**src/rtl/cfar_seq_pkg.sv**
```systemverilog
package cfar_seq_pkg;
    typedef enum logic [2:0] {
        PH_FILL,
        PH_IDLE,
        PH_SHIFT,
        PH_SORT,
        PH_MULT,
        PH_CMP
    } phase_t;

    localparam int unsigned SHIFT_CYC = 3;
endpackage

```
**src/rtl/cfar_tap_line.sv**
```systemverilog
module cfar_tap_line #(
    parameter int unsigned W = 16,
    parameter int unsigned N = 16,
    parameter int unsigned G = 2
) (
    input  logic             clk,
    input  logic             rst,
    input  logic             hold_ld,
    input  logic             shift_en,
    input  logic             shift_src,
    input  logic [W-1:0]     din,
    output logic [N*W-1:0]   ref_flat,
    output logic [W-1:0]     cut
);
    localparam int unsigned L      = N + G + 1;
    localparam int unsigned HALF   = N / 2;
    localparam int unsigned CUT_IX = HALF + G / 2;
    localparam int unsigned LAG0   = HALF + G + 1;

    typedef struct packed {
        logic [L-1:0][W-1:0] cells;
        logic [W-1:0]        hold;
    } line_t;

    line_t st_d, st_q;

    always_comb begin
        st_d = st_q;
        if (hold_ld) begin
            st_d.hold = din;
        end
        if (shift_en) begin
            st_d.cells[0] = shift_src ? st_q.hold : din;
            for (int k = 1; k < int'(L); k++) begin
                st_d.cells[k] = st_q.cells[k-1];
            end
        end
    end

    always_ff @(posedge clk) begin
        if (rst) begin
            st_q <= '0;
        end else begin
            st_q <= st_d;
        end
    end

    // lanes 0..HALF-1 from the newer group, HALF..N-1 from the older group
    for (genvar g = 0; g < int'(HALF); g++) begin : g_merge
        assign ref_flat[g*W +: W]        = st_q.cells[g];
        assign ref_flat[(g+HALF)*W +: W] = st_q.cells[LAG0+g];
    end

    assign cut = st_q.cells[CUT_IX];

    // window frozen whenever the controller does not request a shift
    p_window_hold_r5: assert property (@(posedge clk) disable iff (rst)
        !shift_en |=> ($stable(cut) && $stable(ref_flat)));
endmodule

```
**src/rtl/cfar_run_ctrl.sv**
```systemverilog
module cfar_run_ctrl
    import cfar_seq_pkg::*;
#(
    parameter int unsigned N = 16,
    parameter int unsigned L = 19
) (
    input  logic   clk,
    input  logic   rst,
    input  logic   smp_valid,
    output phase_t phase,
    output logic   line_shift,
    output logic   shift_src,
    output logic   hold_ld,
    output logic   run_done
);
    localparam int unsigned CW = $clog2(L + N + 4);
    localparam logic [CW-1:0] FILL_LAST  = CW'(L - 1);
    localparam logic [CW-1:0] SORT_LAST  = CW'(N - 1);
    localparam logic [CW-1:0] SHIFT_LAST = CW'(SHIFT_CYC - 1);

    typedef struct packed {
        phase_t        ph;
        logic [CW-1:0] cnt;
        logic          done;
    } ctl_t;

    ctl_t c_d, c_q;

    always_comb begin
        c_d        = c_q;
        c_d.done   = 1'b0;
        line_shift = 1'b0;
        shift_src  = 1'b0;
        hold_ld    = 1'b0;
        unique case (c_q.ph)
            PH_FILL: begin
                if (smp_valid) begin
                    line_shift = 1'b1;
                    if (c_q.cnt == FILL_LAST) begin
                        c_d.ph  = PH_IDLE;
                        c_d.cnt = '0;
                    end else begin
                        c_d.cnt = c_q.cnt + CW'(1);
                    end
                end
            end
            PH_IDLE: begin
                if (smp_valid) begin
                    hold_ld = 1'b1;
                    c_d.ph  = PH_SHIFT;
                    c_d.cnt = '0;
                end
            end
            PH_SHIFT: begin
                if (c_q.cnt == SHIFT_LAST) begin
                    line_shift = 1'b1;
                    shift_src  = 1'b1;
                    c_d.ph     = PH_SORT;
                    c_d.cnt    = '0;
                end else begin
                    c_d.cnt = c_q.cnt + CW'(1);
                end
            end
            PH_SORT: begin
                if (c_q.cnt == SORT_LAST) begin
                    c_d.ph  = PH_MULT;
                    c_d.cnt = '0;
                end else begin
                    c_d.cnt = c_q.cnt + CW'(1);
                end
            end
            PH_MULT: c_d.ph = PH_CMP;
            PH_CMP: begin
                c_d.ph   = PH_IDLE;
                c_d.done = 1'b1;
            end
            default: begin
                c_d.ph  = PH_FILL;
                c_d.cnt = '0;
            end
        endcase
    end

    always_ff @(posedge clk) begin
        if (rst) begin
            c_q <= '{ph: PH_FILL, cnt: '0, done: 1'b0};
        end else begin
            c_q <= c_d;
        end
    end

    assign phase    = c_q.ph;
    assign run_done = c_q.done;

    // checker counter: length of the latest sort phase
    logic [CW-1:0] sort_seen_q;
    always_ff @(posedge clk) begin
        if (rst) begin
            sort_seen_q <= '0;
        end else if (c_q.ph == PH_SORT) begin
            sort_seen_q <= sort_seen_q + CW'(1);
        end else begin
            sort_seen_q <= '0;
        end
    end

    p_sort_len_r4: assert property (@(posedge clk) disable iff (rst)
        $fell(c_q.ph == PH_SORT) |-> (sort_seen_q == CW'(N)));

    p_shift_len_r4: assert property (@(posedge clk) disable iff (rst)
        $rose(c_q.ph == PH_SORT) |->
            ($past(c_q.ph, 1) == PH_SHIFT && $past(c_q.ph, 2) == PH_SHIFT &&
             $past(c_q.ph, 3) == PH_SHIFT));

    p_mult_order_r4: assert property (@(posedge clk) disable iff (rst)
        (c_q.ph == PH_MULT) |-> ($past(c_q.ph) == PH_SORT));

    p_done_pulse_r7: assert property (@(posedge clk) disable iff (rst)
        run_done |=> !run_done);

    p_done_src_r7: assert property (@(posedge clk) disable iff (rst)
        run_done |-> ($past(c_q.ph) == PH_CMP));
endmodule

```
**src/rtl/cfar_flag_unit.sv**
```systemverilog
module cfar_flag_unit #(
    parameter int unsigned W  = 16,
    parameter int unsigned TW = 32
) (
    input  logic          clk,
    input  logic          rst,
    input  logic          cmp_en,
    input  logic [W-1:0]  cut,
    input  logic [TW-1:0] thr,
    output logic          det_flag
);
    logic flag_d, flag_q;

    always_comb begin
        flag_d = flag_q;
        if (cmp_en) begin
            flag_d = (TW'(cut) > thr);
        end
    end

    always_ff @(posedge clk) begin
        if (rst) begin
            flag_q <= 1'b0;
        end else begin
            flag_q <= flag_d;
        end
    end

    assign det_flag = flag_q;

    p_flag_hold_r8: assert property (@(posedge clk) disable iff (rst)
        !cmp_en |=> $stable(det_flag));
endmodule

```
**src/rtl/cfar_window_seq.sv**
```systemverilog
module cfar_window_seq
    import cfar_seq_pkg::*;
#(
    parameter int unsigned W  = 16,
    parameter int unsigned N  = 16,
    parameter int unsigned G  = 2,
    parameter int unsigned TW = 32
) (
    input  logic          clk,
    input  logic          rst,
    input  logic          smp_valid,
    input  logic [W-1:0]  smp_data,
    input  logic [TW-1:0] thr_in,
    output logic [N*W-1:0] ref_cells,
    output logic [W-1:0]  cut_cell,
    output logic          en_shift,
    output logic          en_sort,
    output logic          en_mult,
    output logic          en_cmp,
    output logic          run_done,
    output logic          det_flag
);
    localparam int unsigned L = N + G + 1;

    phase_t phase;
    logic   line_shift, shift_src, hold_ld;

    cfar_run_ctrl #(.N(N), .L(L)) u_ctrl (
        .clk        (clk),
        .rst        (rst),
        .smp_valid  (smp_valid),
        .phase      (phase),
        .line_shift (line_shift),
        .shift_src  (shift_src),
        .hold_ld    (hold_ld),
        .run_done   (run_done)
    );

    cfar_tap_line #(.W(W), .N(N), .G(G)) u_line (
        .clk       (clk),
        .rst       (rst),
        .hold_ld   (hold_ld),
        .shift_en  (line_shift),
        .shift_src (shift_src),
        .din       (smp_data),
        .ref_flat  (ref_cells),
        .cut       (cut_cell)
    );

    assign en_shift = (phase == PH_SHIFT);
    assign en_sort  = (phase == PH_SORT);
    assign en_mult  = (phase == PH_MULT);
    assign en_cmp   = (phase == PH_CMP);

    cfar_flag_unit #(.W(W), .TW(TW)) u_flag (
        .clk      (clk),
        .rst      (rst),
        .cmp_en   (en_cmp),
        .cut      (cut_cell),
        .thr      (thr_in),
        .det_flag (det_flag)
    );

    // while a run is busy the window moves only at the end of its shift phase
    p_busy_no_move_r9: assert property (@(posedge clk) disable iff (rst)
        (en_sort || en_mult || en_cmp) |=> $stable(cut_cell));

    // flag changes only as a result of a compare cycle
    p_flag_after_cmp_r8: assert property (@(posedge clk) disable iff (rst)
        (det_flag != $past(det_flag)) |-> $past(en_cmp));
endmodule

```
**config.mk**
```make
export PLATFORM = sky130hd
export DESIGN_NAME = cfar_window_seq
export DESIGN_NICKNAME = d
export VERILOG_FILES = /design/src/rtl/cfar_seq_pkg.sv /design/src/rtl/cfar_tap_line.sv /design/src/rtl/cfar_run_ctrl.sv /design/src/rtl/cfar_flag_unit.sv /design/src/rtl/cfar_window_seq.sv
export SDC_FILE = /design/constraint.sdc
export NUM_CORES = 1
export LEC_CHECK = 0
export BUFFER_PORTS_ARGS = -buffer_cell sky130_fd_sc_hd__buf_2
export CORE_MARGIN = 2
export CORE_UTILIZATION = 25
export DETAILED_ROUTE_END_ITERATION = 10
export PLACE_DENSITY = 0.46
export RECOVER_POWER = 100
export SLEW_MARGIN = 20
export SYNTH_ARGS = -nofsm -noshare
export SYNTH_HDL_FRONTEND = slang
export SYNTH_SLANG_ARGS = --single-unit
```
**constraint.sdc**
```tcl
create_clock -name clk -period 2.2 [get_ports clk]
set_clock_uncertainty 0.1 [all_clocks]
set_input_delay 0.11 -clock clk [delete_from_list [all_inputs] [get_ports clk]]
set_output_delay 0.11 -clock clk [all_outputs]
set_load 0.01 [all_outputs]
```
## Word level (Yosys, flattened, before mapping)

Cells that the tools add are included.
W data, S select, Z words.

- Bits in registers: 331
- Logic and storage cells: 61

- $add $sub $neg: 1
- Magnitude comparators: 1
- Equal/unequal tests: 13
- Mux-type cells: 17
- Bitwise logic cells: 1
- Reduce and logical (&&, ||, !) cells: 4

Operators by type and width:

| kind | number |
|---|---|
| $gt A16 B32 Y1 | 1 |
| $pmux W6 S5 | 1 |
| $mux W6 | 3 |
| $mux W9 | 2 |
| $pmux W3 S6 | 1 |
| $mux W16 | 1 |
| $mux W3 | 3 |
| $add A6 B1 Y6 const B | 1 |
| $eq A3 B2 Y1 const B | 2 |
| $eq A3 B3 Y1 const B | 2 |
| $eq A6 B2 Y1 const B | 1 |
| $eq A6 B4 Y1 const B | 1 |
| $eq A6 B5 Y1 const B | 1 |
| $ne A2 B1 Y1 const B | 3 |
| $mux W1 | 5 |
| $reduce_and A5 Y1 | 1 |
| $ne A2 B2 Y1 const B | 2 |
| $eq A3 B1 Y1 const B | 1 |
| $logic_not A3 Y1 | 1 |
| $reduce_and A3 Y1 | 1 |
| $pmux W1 S2 | 1 |
| $reduce_or A2 Y1 | 1 |
| $not A1 Y1 | 1 |

## Logic depth before layout (Yosys ltp)

- Word-level depth: 4
- Mapped depth: 9
- Depth with buffers taken out: 6

## Modules after synthesis

A second synthesis with hierarchy kept.

- Cell total of the unflattened synthesis: 1487
- Area, all modules: 14990.6 um^2

Modules (own cells, without submodules):

| module | instances | cells each | area each (um^2) | sequential area each (um^2) |
|---|---|---|---|---|
| cfar_tap_line | 1 | 1324 | 13748.2 | 6406.1 |
| cfar_run_ctrl | 1 | 93 | 728.2 | 200.2 |
| cfar_flag_unit | 1 | 66 | 479.2 | 20.0 |
| cfar_window_seq | 1 | 4 | 35.0 | 0.0 |

## Worst setup path before layout

No wires, ideal clock.

- Path kind: flip-flop to flip-flop
- From: register u_ctrl.c_q[1] (netlist name)
- To: register u_ctrl.c_q (netlist bit u_ctrl.phase[0])
- Arrival: 1.485 ns
- Required time: 2.005 ns
- Slack: 0.520 ns
- Stages on the path, launching flop included: 8
- Buffers on the path: 2
- Period minus slack after synthesis: 1.680 ns
- Path through: dfxtp_1 > inv_1 > ha_1 > nor4b_4 > buf_2 > buf_2 > o21ai_0 > a221oi_1

- Word-level cells in the longest chain between the ends: 3
- Elaborated cells on any way between the ends: 7
- Those cells by class: 6 x eq/ne; 1 x reduce/logical

RTL lines:

| what | line | RTL |
|---|---|---|
| start: declaration | cfar_run_ctrl.sv:27 | `ctl_t c_d, c_q;` |
| start signal: assignment | cfar_run_ctrl.sv:86 | `c_q <= '{ph: PH_FILL, cnt: '0, done: 1'b0};` |
| $eq A6 B5 Y1 (tied with other cells) | cfar_run_ctrl.sv:39 | `if (c_q.cnt == FILL_LAST) begin` |
| $ne A2 B1 Y1 (no source line) | - |  |
| $reduce_and A5 Y1 (no source line) (*) | - |  |

Every way passes the cells marked *; elsewhere a longest branch is shown, timed or not.
A chain may end at the register's enable or synchronous reset.

## Worst setup path after layout

- From: register u_ctrl.c_q[1] (netlist name)
- To: register u_line.st_q (netlist bit u_line.cut[3])

- Word-level cells in the longest chain between the ends: 3

RTL lines:

| what | line | RTL |
|---|---|---|
| $eq A6 B2 Y1 | cfar_run_ctrl.sv:55 | `if (c_q.cnt == SHIFT_LAST) begin` |
| $mux W1 | cfar_run_ctrl.sv:55 |  |
| $pmux W1 S2 | cfar_run_ctrl.sv:35 | `unique case (c_q.ph)` |
| end signal: assignment | cfar_tap_line.sv:44 | `st_q <= st_d;` |
| end: declaration | cfar_tap_line.sv:25 | `line_t st_d, st_q;` |

No other way between the ends.

==> reports/qor.yml <==
power_and_ir_drop:
  power.share.sequential_pct: 43.6
  power.switching_fraction_pct: 23.4
  power.clock.fraction_pct: 51.6
  power.switching_mw: 3.26
  power.static_leakage_nw: 5.65
  irDropWorstVdd_uv: 451
  power.combinational.fraction_pct: 4.8
  powerDensity_mw_per_mm2: 803
  p_int_mw: 10.7
timing:
  timing_hold_violations_final: 0
  timing.fmax_ghz: 0.485
  timing.final.max_slew_violations: 0
  maxSlewHeadroom_pct: 54.9
  setup_total_negative_slack_ns: 0
  post-route-min-period_ns: 2.06
  transition_time_at_the_pin_with_the_least_slew_margin_ns: 0.676
  period_share_pct: 93.8
  setup_viol: 0
run_status:
  run_status: "completed"
yosys:
  asyncSetResetFlopFracSynth_pct: 0
  syn_nets: 1954
  yosys.cell_types.count: 46
  syn-instance-count: 1885
  syn_area_mm2: 0.0153
  number_of_synthesized_register_bits: 331
  yosysSeqAreaShare_pct: 43.4
  yosysWarnings: 0
  synth-edff-count: 0
  post_synth.cell_area_avg_um2: 8.11
  synthFlopType: "sky130_fd_sc_hd__dfxtp_1"
setup_path:
  worst-path-buf-inv: 3
  worstPathArrival_ns: 2.43
  max_stage_delay_ns: 0.36
  worst_path_dominant_cell_family: "buffers and inverters"
  worstSetupEndpointType: "register"
  crit_path_start_kind: "register"
  cp_cell_sequence: "inv_1 -> ha_1 -> nor4b_4 -> buf_4 -> a21o_4 -> clkbuf_16 -> nand3_1 -> a21oi_1"
  timing_worst_setup_path_type: "register to register"
  critPathMaxFanout: 74
  cp.required_ns: 2.57
  slowest_stage: "sky130_fd_sc_hd__clkbuf_16"
final_layout:
  final_cell_count_no_fill: 2720
  final_core_util_pct: 28.7
  area_delta_synth_final_pct: 13.6
  final_layout_size_suffix_gt1_share_pct: 10.6
  fin_nets: 1976
placed_design:
  finalWeightedCongestion: 0.801
  placed_cells: 2610
  place.port_buffers: 328
  hpwlAfterDp_mm: 33.4
grt:
  grt_overall_usage_pct: 15.2
  maximum_number_of_pins_on_one_net_before_global_route_repair: 150
  vias_in_the_first_global_route: 12700
  wire_length_of_the_first_global_routing_pass_mm: 76.8
  grt_overflow: 0
  grt_antenna_before_repair: 1
detailed_routing:
  detail_route.wl_per_cell_um: 19.1
  route.vias.total: 13400
  dr.first_iter.drc_count: 1021
  postRouteAntennaNets: 0
  avgViaCountPerCell: 4.93
  drc: 0
  drt-total-wl_mm: 52.0
  drtPass1Iterations: 5
worst_hold_path:
  timing.hold.worst.class: "input pin to register"
clock_network:
  cts.htree.levels: 2
  clk-insertion-delay-late_ns: 0.56
  clockBufferDepth: 3
  cts.reportedPaths.clkPinSlew_ns: 0.06
  cts.sinks: 331
  cts_bufs_inserted: 41
  tritoncts: "yes"
  ctsRootBufferMaster: "sky130_fd_sc_hd__clkbuf_16"
floorplanning:
  std_cell_rows: 90
  design.die.area_mm2: 0.0631
  width_of_the_chip_um: 251
  initial_utilization_pct: 25.3
  pin_count: 329
  design.core.area_mm2: 0.0604
  die_y_um: 251
job:
  max_cap_violations: 0
-- registers in the layout, indices dropped and copies added, names as in the netlist --
signal           flops
u_flag.det_flag      1
u_ctrl.c_q           6
u_line.cut          16
u_ctrl.phase         3
u_line.st_q         48
u_line.ref_flat    256
u_ctrl.run_done      1
-- synth_stat cells, types with 5 or more instances --
cell type / number / area (µm²)
sky130_fd_sc_hd__nand3_1: 290 / 1450
sky130_fd_sc_hd__nand2_1: 53 / 199
sky130_fd_sc_hd__ha_1: 18 / 225
sky130_fd_sc_hd__buf_4: 298 / 2240
sky130_fd_sc_hd__nor2_1: 9 / 33.8
sky130_fd_sc_hd__dfxtp_1: 331 / 6630
sky130_fd_sc_hd__a32o_1: 16 / 160
sky130_fd_sc_hd__o21ai_1: 51 / 255
sky130_fd_sc_hd__buf_2: 42 / 210
sky130_fd_sc_hd__nor2b_1: 5 / 31.3
sky130_fd_sc_hd__inv_1: 19 / 71.3
sky130_fd_sc_hd__nand4_1: 5 / 31.3
sky130_fd_sc_hd__clkbuf_1: 102 / 383
sky130_fd_sc_hd__nor4_1: 5 / 31.3
sky130_fd_sc_hd__buf_1: 10 / 37.5
sky130_fd_sc_hd__o21ai_0: 259 / 1300
sky130_fd_sc_hd__a21oi_1: 332 / 1660
-- timing repair --
action | 4_1_cts | 5_1_grt
hold buffers | 26 | 0
gates resized for setup | 2 | 7
cloned | 0 | 5
setup buffers | 0 | 5
setup endpoints to repair | 205 | 215
pin swaps | 1 | 1
hold endpoints to repair | 126 | 0
-- worst reg2reg max path: stages (launching register included) --
cell	delay, ns
sky130_fd_sc_hd__dfxtp_1	0.32
sky130_fd_sc_hd__inv_1	0.10
sky130_fd_sc_hd__ha_1	0.16
sky130_fd_sc_hd__nor4b_4	0.18
sky130_fd_sc_hd__buf_4	0.18
sky130_fd_sc_hd__a21o_4	0.23
sky130_fd_sc_hd__clkbuf_16	0.36
sky130_fd_sc_hd__nand3_1	0.20
sky130_fd_sc_hd__a21oi_1	0.15
-- cells in the final DEF, fill, tap and decap left out, types with 19 or more instances in the layout --
cell type,netlist,final
sky130_fd_sc_hd__o21ai_1,51,51
sky130_fd_sc_hd__buf_2,42,64
sky130_fd_sc_hd__buf_12,0,20
sky130_fd_sc_hd__dfxtp_1,331,331
sky130_fd_sc_hd__clkbuf_16,0,47
sky130_fd_sc_hd__clkbuf_1,102,281
sky130_fd_sc_hd__nand2_1,53,53
sky130_fd_sc_hd__o21ai_0,259,259
sky130_fd_sc_hd__nand3_1,290,289
sky130_fd_sc_hd__inv_1,19,19
sky130_fd_sc_hd__a21oi_1,332,332
sky130_fd_sc_hd__buf_4,298,34
sky130_fd_sc_hd__dlygate4sd3_1,0,26
-- per-layer routing --
layer  vias up  global-route usage, %  wire length (µm)
met5         -                      0                 0
met4         0                   4.22              1090
met3        74                   3.62              3410
met2       431                   24.2             24100
met1      6488                   20.5             23400
li1       6411                      -                 -
-- area by class of cell --
cell class | instances | area, µm²
Sequential cell | 331 | 6630
Multi-Input combinational cell | 1083 | 5740
Timing Repair Buffer | 431 | 2510
Inverter | 19 | 71.3
Fill cell | 6621 | 43000
Antenna cell | 3 | 7.51
Tap cell | 782 | 978
Clock buffer | 55 | 1160
Clock inverter | 16 | 254
-- cell families after synthesis --
family	Yosys count	synth area share, %
XOR/XNOR	4	0.229
flip-flops	331	43.4
adder cells (fa/ha/maj)	18	1.47
AND/OR/NAND/NOR	388	12.8
AO/OA/AOI/OAI	673	22.9
buffers and inverters	471	19.2
-- power by group through the flow --
stage	registers [mW]	logic [mW]	clock network, mW
final	6.07	0.668	7.19
after global routing	6.07	0.726	7.67
after CTS	6.07	0.620	7.43
after detailed placement	6.20	0.581	0
after global placement	6.20	0.574	0
after floorplan	6.19	0.413	0
-- metrics by stage --
step	hold slack [ns]	setup WS [ns]	area (µm²)	power, mW
final	0.106	0.137	17400	13.9
after global routing	0.131	-0.00313	17300	14.5
after CTS	0.0655	-0.0712	17500	14.1
after detailed placement	0.270	-0.0915	15800	6.78
after global placement	0.264	-0.0402	15800	6.78
after floorplan	0.146	0.520	15300	6.60
-- final timing paths --
path	slack [ns]	cells past startpoint	to	start
max	0.14	8	u_line.cut[3]	u_ctrl.c_q[1]
min reg2reg	0.36	2	u_line.st_q[15]	u_line.st_q[15]
max reg2reg	0.14	8	u_line.cut[3]	u_ctrl.c_q[1]
min	0.11	5	u_flag.det_flag	thr_in[15]
No activity file was read; power rests on OpenSTA's default activity.
